===== src/rtl/pwr_reset_seq_pkg.sv =====
package pwr_reset_seq_pkg;
  localparam int CMD_W   = 5;
  localparam int LINE_N  = 3;
  localparam int B_OFF   = 0;
  localparam int B_FULL  = 1;
  localparam int B_NORM  = 2;
  localparam int B_MEM   = 3;
  localparam int B_SLEEP = 4;
  localparam int L_SYS   = 0;
  localparam int L_SEC   = 1;
  localparam int L_MEM   = 2;

  typedef enum logic [1:0] {PH_IDLE, PH_HOLD, PH_WAIT} phase_e;

  typedef struct packed {
    logic              off;
    logic              seq;
    logic              clr;
    logic              sleep;
    logic [LINE_N-1:0] lines;
  } cmd_req_t;
endpackage


===== src/rtl/pwr_reset_seq_decode.sv =====
module pwr_reset_seq_decode
  import pwr_reset_seq_pkg::*;
(
  input  logic [CMD_W-1:0] cmd_i,
  input  logic             emu_i,
  output cmd_req_t         req_o
);
  logic [LINE_N-1:0] sel;

  always_comb begin
    sel        = '0;
    sel[L_SYS] = cmd_i[B_FULL] | cmd_i[B_NORM];
    sel[L_SEC] = cmd_i[B_FULL] | cmd_i[B_NORM];
    sel[L_MEM] = cmd_i[B_FULL] | cmd_i[B_MEM] | (cmd_i[B_NORM] & emu_i);
  end

  always_comb begin
    req_o.off   = cmd_i[B_OFF];
    req_o.lines = cmd_i[B_OFF] ? '0 : sel;
    req_o.seq   = ~cmd_i[B_OFF] & (|sel);
    req_o.clr   = ~cmd_i[B_OFF] & cmd_i[B_FULL];
    req_o.sleep = cmd_i[B_SLEEP];
  end
endmodule


===== src/rtl/pwr_reset_seq_timer.sv =====
module pwr_reset_seq_timer
  import pwr_reset_seq_pkg::*;
#(
  parameter int CLKS_PER_TICK = 50000,
  parameter int HOLD_TICKS    = 5,
  parameter int REINIT_TICKS  = 100
) (
  input  logic clk,
  input  logic rst_n,
  input  logic start_i,
  output logic release_o,
  output logic reinit_o,
  output logic busy_o
);
  localparam int PRE_W   = (CLKS_PER_TICK > 1) ? $clog2(CLKS_PER_TICK) : 1;
  localparam int MAX_T   = (HOLD_TICKS > REINIT_TICKS) ? HOLD_TICKS : REINIT_TICKS;
  localparam int CNT_W   = $clog2(MAX_T + 1);
  localparam logic [PRE_W-1:0] PRE_LAST  = PRE_W'(CLKS_PER_TICK - 1);
  localparam logic [CNT_W-1:0] HOLD_LAST = CNT_W'(HOLD_TICKS - 1);
  localparam logic [CNT_W-1:0] WAIT_LAST = CNT_W'(REINIT_TICKS - 1);

  phase_e           phase_q;
  logic [PRE_W-1:0] pre_q;
  logic [CNT_W-1:0] cnt_q;
  logic             tick;
  logic             hold_end;
  logic             wait_end;
  logic             reinit_q;

  assign tick     = (phase_q != PH_IDLE) && (pre_q == PRE_LAST);
  assign hold_end = tick && (phase_q == PH_HOLD) && (cnt_q == HOLD_LAST);
  assign wait_end = tick && (phase_q == PH_WAIT) && (cnt_q == WAIT_LAST);

  always_ff @(posedge clk or negedge rst_n) begin
    if (!rst_n) begin
      phase_q  <= PH_IDLE;
      pre_q    <= '0;
      cnt_q    <= '0;
      reinit_q <= 1'b0;
    end else begin
      reinit_q <= wait_end;
      if (start_i && phase_q == PH_IDLE) begin
        phase_q <= PH_HOLD;
        pre_q   <= '0;
        cnt_q   <= '0;
      end else if (phase_q != PH_IDLE) begin
        pre_q <= tick ? '0 : pre_q + 1'b1;
        if (hold_end) begin
          phase_q <= PH_WAIT;
          cnt_q   <= '0;
        end else if (wait_end) begin
          phase_q <= PH_IDLE;
          cnt_q   <= '0;
        end else if (tick) begin
          cnt_q <= cnt_q + 1'b1;
        end
      end
    end
  end

  assign release_o = hold_end;
  assign reinit_o  = reinit_q;
  assign busy_o    = (phase_q != PH_IDLE);
endmodule


===== src/rtl/pwr_reset_seq_lines.sv =====
module pwr_reset_seq_lines
  import pwr_reset_seq_pkg::*;
(
  input  logic              clk,
  input  logic              rst_n,
  input  logic              por_n,
  input  logic              start_i,
  input  logic [LINE_N-1:0] sel_i,
  input  logic              release_i,
  input  logic              kill_i,
  output logic [LINE_N-1:0] line_n_o,
  output logic              halted_o
);
  logic [LINE_N-1:0] act_q;
  logic              halt_q;

  for (genvar g = 0; g < LINE_N; g++) begin : g_line
    always_ff @(posedge clk or negedge rst_n) begin
      if (!rst_n)              act_q[g] <= 1'b0;
      else if (release_i)      act_q[g] <= 1'b0;
      else if (start_i)        act_q[g] <= sel_i[g];
    end
    if (g == L_SYS) begin : g_sys
      assign line_n_o[g] = ~(act_q[g] | halt_q);
    end else begin : g_other
      assign line_n_o[g] = ~act_q[g];
    end
  end

  always_ff @(posedge clk or negedge por_n) begin
    if (!por_n)      halt_q <= 1'b0;
    else if (kill_i) halt_q <= 1'b1;
  end

  assign halted_o = halt_q;
endmodule


===== src/rtl/pwr_reset_seq.sv =====
module pwr_reset_seq
  import pwr_reset_seq_pkg::*;
#(
  parameter int CLKS_PER_TICK = 50000,
  parameter int HOLD_TICKS    = 5,
  parameter int REINIT_TICKS  = 100
) (
  input  logic             clk,
  input  logic             rst_n,
  input  logic             por_n,
  input  logic             cmd_wr,
  input  logic [CMD_W-1:0] cmd_data,
  input  logic             kill_wr,
  input  logic             emu_mode,
  output logic             sys_rst_n,
  output logic             sec_rst_n,
  output logic             mem_rst_n,
  output logic             power_off,
  output logic             clr_bootenv,
  output logic             sleep_pulse,
  output logic             reinit_req,
  output logic             busy,
  output logic             halted
);
  cmd_req_t          req;
  logic              accept;
  logic              seq_start;
  logic              rel;
  logic              busy_w;
  logic              halt_w;
  logic [LINE_N-1:0] line_n;
  logic              off_q;
  logic              clr_q;
  logic              sleep_q;
  logic              hw_rst_n;

  assign hw_rst_n = rst_n & por_n;

  pwr_reset_seq_decode u_dec (
    .cmd_i (cmd_data),
    .emu_i (emu_mode),
    .req_o (req)
  );

  assign accept    = cmd_wr & ~busy_w & ~halt_w & ~off_q;
  assign seq_start = accept & req.seq;

  pwr_reset_seq_timer #(
    .CLKS_PER_TICK (CLKS_PER_TICK),
    .HOLD_TICKS    (HOLD_TICKS),
    .REINIT_TICKS  (REINIT_TICKS)
  ) u_tmr (
    .clk       (clk),
    .rst_n     (hw_rst_n),
    .start_i   (seq_start),
    .release_o (rel),
    .reinit_o  (reinit_req),
    .busy_o    (busy_w)
  );

  pwr_reset_seq_lines u_lines (
    .clk       (clk),
    .rst_n     (hw_rst_n),
    .por_n     (por_n),
    .start_i   (seq_start),
    .sel_i     (req.lines),
    .release_i (rel),
    .kill_i    (kill_wr),
    .line_n_o  (line_n),
    .halted_o  (halt_w)
  );

  always_ff @(posedge clk or negedge hw_rst_n) begin
    if (!hw_rst_n) begin
      off_q   <= 1'b0;
      clr_q   <= 1'b0;
      sleep_q <= 1'b0;
    end else begin
      if (accept && req.off) off_q <= 1'b1;
      clr_q   <= seq_start & req.clr;
      sleep_q <= accept & req.sleep;
    end
  end

  assign sys_rst_n   = line_n[L_SYS];
  assign sec_rst_n   = line_n[L_SEC];
  assign mem_rst_n   = line_n[L_MEM];
  assign power_off   = off_q;
  assign clr_bootenv = clr_q;
  assign sleep_pulse = sleep_q;
  assign busy        = busy_w;
  assign halted      = halt_w;
endmodule


===== config.mk =====
export PLATFORM = sky130hd
export DESIGN_NAME = pwr_reset_seq
export DESIGN_NICKNAME = d
export VERILOG_FILES = /design/src/rtl/pwr_reset_seq_pkg.sv /design/src/rtl/pwr_reset_seq_decode.sv /design/src/rtl/pwr_reset_seq_timer.sv /design/src/rtl/pwr_reset_seq_lines.sv /design/src/rtl/pwr_reset_seq.sv
export SDC_FILE = /design/constraint.sdc
export NUM_CORES = 1
export LEC_CHECK = 0
export BUFFER_PORTS_ARGS = -buffer_cell sky130_fd_sc_hd__buf_2
export CAP_MARGIN = 30
export CORE_ASPECT_RATIO = 0.7
export CORE_MARGIN = 1
export CORE_UTILIZATION = 60
export CTS_BUF_LIST = sky130_fd_sc_hd__clkbuf_8
export CTS_CLUSTER_DIAMETER = 50
export DETAILED_ROUTE_END_ITERATION = 6
export PLACE_DENSITY = 0.82
export SYNTH_ARGS = -nofsm -noshare
export SYNTH_HDL_FRONTEND = slang
export SYNTH_HIERARCHICAL = 1
export SYNTH_SLANG_ARGS = --single-unit

===== constraint.sdc =====
create_clock -name clk -period 6.8 [get_ports clk]
set_clock_uncertainty 0.05 [all_clocks]
set_input_delay 1.36 -clock clk [delete_from_list [all_inputs] [get_ports clk]]
set_output_delay 1.36 -clock clk [all_outputs]
set_load 0.02 [all_outputs]

# Word level (Yosys, flattened, before mapping)
# Cells that the tools add are included.
# word_totals
register_bits	33
latch_bits	0
ram_bits	0
rom_bits	0
input_bits	11
n_memories	0
# classes
add_sub_neg	2
n_mul	0
div	0
magnitude_cmp	0
eq_ne	5
shift	0
muxes	19
bitwise	21
reduce_logical	16
# ops
operator	n
$mux W16	3
$mux W7	5
$add A16 B1 Y16 const B	1
$eq A16 B16 Y1 const B	1
$and A1 B1 Y1	10
$mux W2	4
$add A7 B1 Y7 const B	1
$eq A7 B3 Y1 const B	1
$eq A7 B7 Y1 const B	1
$logic_and A1 B1 Y1	7
$not A1 Y1	7
$mux W1	6
$reduce_bool A2 Y1	3
$or A1 B1 Y1	4
$reduce_and A2 Y1	2
$reduce_bool A4 Y1	1
$mux W3	1
$reduce_bool A3 Y1	1
$eq A2 B1 Y1 const B	1
$eq A2 B2 Y1 const B	1
$logic_not A2 Y1	1
$reduce_or A2 Y1	1

# Logic depth before layout (Yosys ltp)
# depth
depth_word	9
mapped_depth	9
depth_no_buf	9

# Hierarchy
# Netlist, hierarchy kept.
# by_module_without_submodules
module	instances	cells_per_inst	area_each_um2	seq_area_each_um2
pwr_reset_seq_timer	1	156	1440.1	650.6
pwr_reset_seq_lines	1	14	158.9	100.1
pwr_reset_seq	1	10	142.6	75.1
pwr_reset_seq_decode	1	10	61.3	0.0

# Worst setup path before layout
# Ideal clock, no wire load.
# synth_path
kind	input to register
startpoint	input cmd_data[3]
endpoint	register u_tmr.pre_q[5]
setup_ns	0.125
arrival_time_ns	2.693
required_ns	6.625
setup_slack_ns	3.932
cell_stages	8
path_cell_list	nor3_1 -> nor2_1 -> and2_2 -> nor3_1 -> nor2_1 -> nand3_1 -> xor2_1 -> nor2_1
# synth_rtl
item	line	rtl
from (decl)	pwr_reset_seq.sv:12	input logic [CMD_W-1:0] cmd_data,
to (signal assigned)	pwr_reset_seq_timer.sv:47	pre_q <= tick ? '0 : pre_q + 1'b1;
to (decl)	pwr_reset_seq_timer.sv:23	logic [PRE_W-1:0] pre_q;

# Worst setup path in the final report
# layout_path
startpoint	register u_tmr.phase_q[1]
endpoint	output busy
# layout_between
elab_chain_cells	1
# layout_lines
item	line	rtl
from (decl)	pwr_reset_seq_timer.sv:22	phase_e phase_q;
from (signal assigned)	pwr_reset_seq_timer.sv:36	phase_q <= PH_IDLE;
from (signal assigned)	pwr_reset_seq_timer.sv:43	phase_q <= PH_HOLD;
from (signal assigned)	pwr_reset_seq_timer.sv:49	phase_q <= PH_WAIT;
$reduce_bool A2 Y1	pwr_reset_seq_timer.sv:63	assign busy_o = (phase_q != PH_IDLE);
to (decl)	pwr_reset_seq.sv:22	output logic busy,
# No other way between the ends.

==> impl_metrics.toml <==
[cts]
cts_made_buffers = 5
holdBufCountCts = 0
root_buffer = "clkbuf_8"
cts_resized = 0
clkTransAtPathRegs_ns = 0.07
htree_levels = 2
post_cts.repair.setup_buffers = 0
cts_buffer_depth = 2
cts_tree = "built"
worstSkewPairLatency_ns = 0.29
cts.sinks = 33

[detailed_routing]
ant_nets = 0
num_vias = 1548
routed_wl_mm = 4.10
wl_per_cell_um = 16.5
drc = 0
vias_per_cell = 6.24
drt-pass1-iter-count = 4
drt_iter0_markers = 121

[pwr]
p_leak_nw = 0.964
vdd_drop_max_uv = 112
powerDensity_nw_per_um2 = 181

[global_route]
grt-ovfl-total = 0
grt_pass1_wl_mm = 6.38
grt_max_degree = 33
track_usage_pct = 28.5
grt_pass1_vias = 1317
antenna_found_initial = 0

[die]
fp.dieH_um = 47.9
dieArea_um2 = 3230
die_x_um = 67.5
core_area_um2 = 2820
start_util_pct = 63.9
num_rows = 16
io-pin-count = 20

[outcome]
outcome = "finished, final reports clean"

[placed_design]
gp_congestion = 0.914
hpwl_mm = 2.91
io_buffers = 19

[worst_setup_path]
max_stage_delay_ns = 0.69
path_delay_family = "buffers and inverters"
worst_ep_required_time_ns = 5.39
crit_type = "register to output pin"
crit_path_end_kind = "output pin"
path_buf_inv = 2
path_cells = "nor2_1, clkinv_1, buf_2"
cp_max_fo = 13
slowest_stage = "nor2_1"
start_kind = "register"
crit_arrival_ns = 2.30

[sta]
rsz0062_at_grt = "false"
finalSetupViolCount = 0
relSlewSlack_pct = 42.8
max_freq_mhz = 270
min_period_ns = 3.71
hold_violations = 0
finalMaxSlewViolations = 0
tightestPinTransition_ns = 0.854
fin_tns_setup_ns = 0
timing.final.crit_share_pct = 54.6

[final_layout]
area_delta_synth_final_pct = 10.9
fillers = 219
fin_nets = 226
diodes = 0
drive_above_1_share_pct = 17.0
post-route-util_pct = 70.8

[synth]
ys_seq_area_share_pct = 45.8
ys_seq_elements = 33
synthArstFlopShare_pct = 100
syn_area_per_cell_um2 = 9.49
synth-edff-count = 0
synth_ff_type = "dfrtp_1"
syn_nets = 204
synthCells = 190
ys_warn_count = 6
synth_area_um2 = 1800
synth_cell_types = 50

[run]
max-cap-violations = 0

[hold_path]
hold_class = "register to register"
[synth_stat cells (3+ instances only)]
cell	instances	area [um^2]
inv_1	10	37.5
o21ai_0	12	60.1
and3_1	7	43.8
dfrtp_1	33	826
buf_4	3	22.5
nor2_1	21	78.8
o31ai_1	4	30.0
mux2i_1	4	40.0
nand3_1	9	45.0
nand2_1	20	75.1
xnor2_1	4	35.0
nand4_1	4	25.0
nor3_1	6	30.0
o211ai_1	3	22.5
ha_1	3	37.5
xor2_1	4	35.0
[final timing paths]
path / slack (ns) / from / cells after the start / end
min in group asynchronous: 0.78 / por_n / 1 / u_lines/halted_o
hold reg to reg: 0.48 / u_tmr/pre_q[6] / 1 / u_tmr/pre_q[6]
max in group asynchronous: 5.23 / por_n / 3 / u_tmr/pre_q[12]
setup / recovery: 3.09 / u_tmr/phase_q[1] / 3 / busy
hold / removal: 0.48 / u_tmr/pre_q[6] / 1 / u_tmr/pre_q[6]
setup reg to reg: 3.47 / u_tmr/phase_q[1] / 9 / u_tmr/pre_q[5]
[metal layers]
layer	GRT usage [%]	part of all wire (%)
met1	38.7	46
met2	43.2	45
met3	6.67	6.2
met4	14.5	2.3
met5	0	0
[layout by cell type (no fill, tap or decap), types with 3 or more instances in the layout]
cell type / n
and3_1: 7
buf_2: 19
clkbuf_8: 6
dfrtp_1: 33
ha_1: 3
inv_1: 11
mux2i_1: 4
nand2_1: 20
nand3_1: 9
nand4_1: 4
nor2_1: 21
nor3_1: 6
o211ai_1: 3
o21ai_0: 12
o31ai_1: 4
xnor2_1: 4
xor2_1: 4
[flip-flops by register name, summed over array words and instances, names as in the netlist]
name	count
clr_bootenv	1
u_lines/halted_o	1
u_tmr/reinit_o	1
sleep_pulse	1
u_tmr/pre_q	16
u_lines/act_q	3
power_off	1
u_tmr/cnt_q	7
u_tmr/phase_q	2
[layout make-up]
class | instances | area (um^2) | share of cell area [%]
Multi-Input combinational cell | 141 | 898 | 44.9
Tap cell | 36 | 45.0 | 2.25
Clock inverter | 1 | 3.75 | 0.188
Sequential cell | 33 | 826 | 41.3
Clock buffer | 6 | 82.6 | 4.13
Timing Repair Buffer | 20 | 103 | 5.13
Inverter | 11 | 41.3 | 2.07
[metrics by stage]
| stage | setup WS (ns) | power [mW] | cells | hold slack [ns] | instance area, um^2 |
|---|---|---|---|---|---|
| final | 3.09 | 0.362 | 248 | 0.480 | 2000 |
| after global placement | 3.44 | 0.214 | 241 | 0.457 | 1910 |
| after CTS | 3.09 | 0.362 | 248 | 0.480 | 2000 |
| after detailed placement | 3.37 | 0.215 | 241 | 0.463 | 1910 |
| after floorplan | 3.93 | 0.209 | 190 | 0.417 | 1800 |
| after global routing | 2.93 | 0.372 | 248 | 0.498 | 2000 |
[report_power, final]
part / leakage (nW) / switching [mW] / internal [mW]
registers: 0.400 / 0.000789 / 0.197
logic: 0.516 / 0.00828 / 0.00488
clock network: 0.0485 / 0.0720 / 0.0788
[cells by family after synthesis]
family	after synthesis	share of synthesized area, %
simple gates	93	29.2
compound gates	33	12.4
flops	33	45.8
buf+inv	16	4.37
xor+xnor	8	3.89
mux	4	2.22
fa+ha+maj	3	2.08
[worst register-to-register path, stage by stage, from the launching register on]
cell and delay [ns]:
dfrtp_1 0.43, nor2_1 0.69, clkinv_1 0.58, nor4b_4 0.38, and2_2 0.28, nor3_1 0.16, nor2_1 0.30, nand3_1 0.14
xor2_1 0.15, nor2_1 0.11
Power figures use the tool's default switching activity.
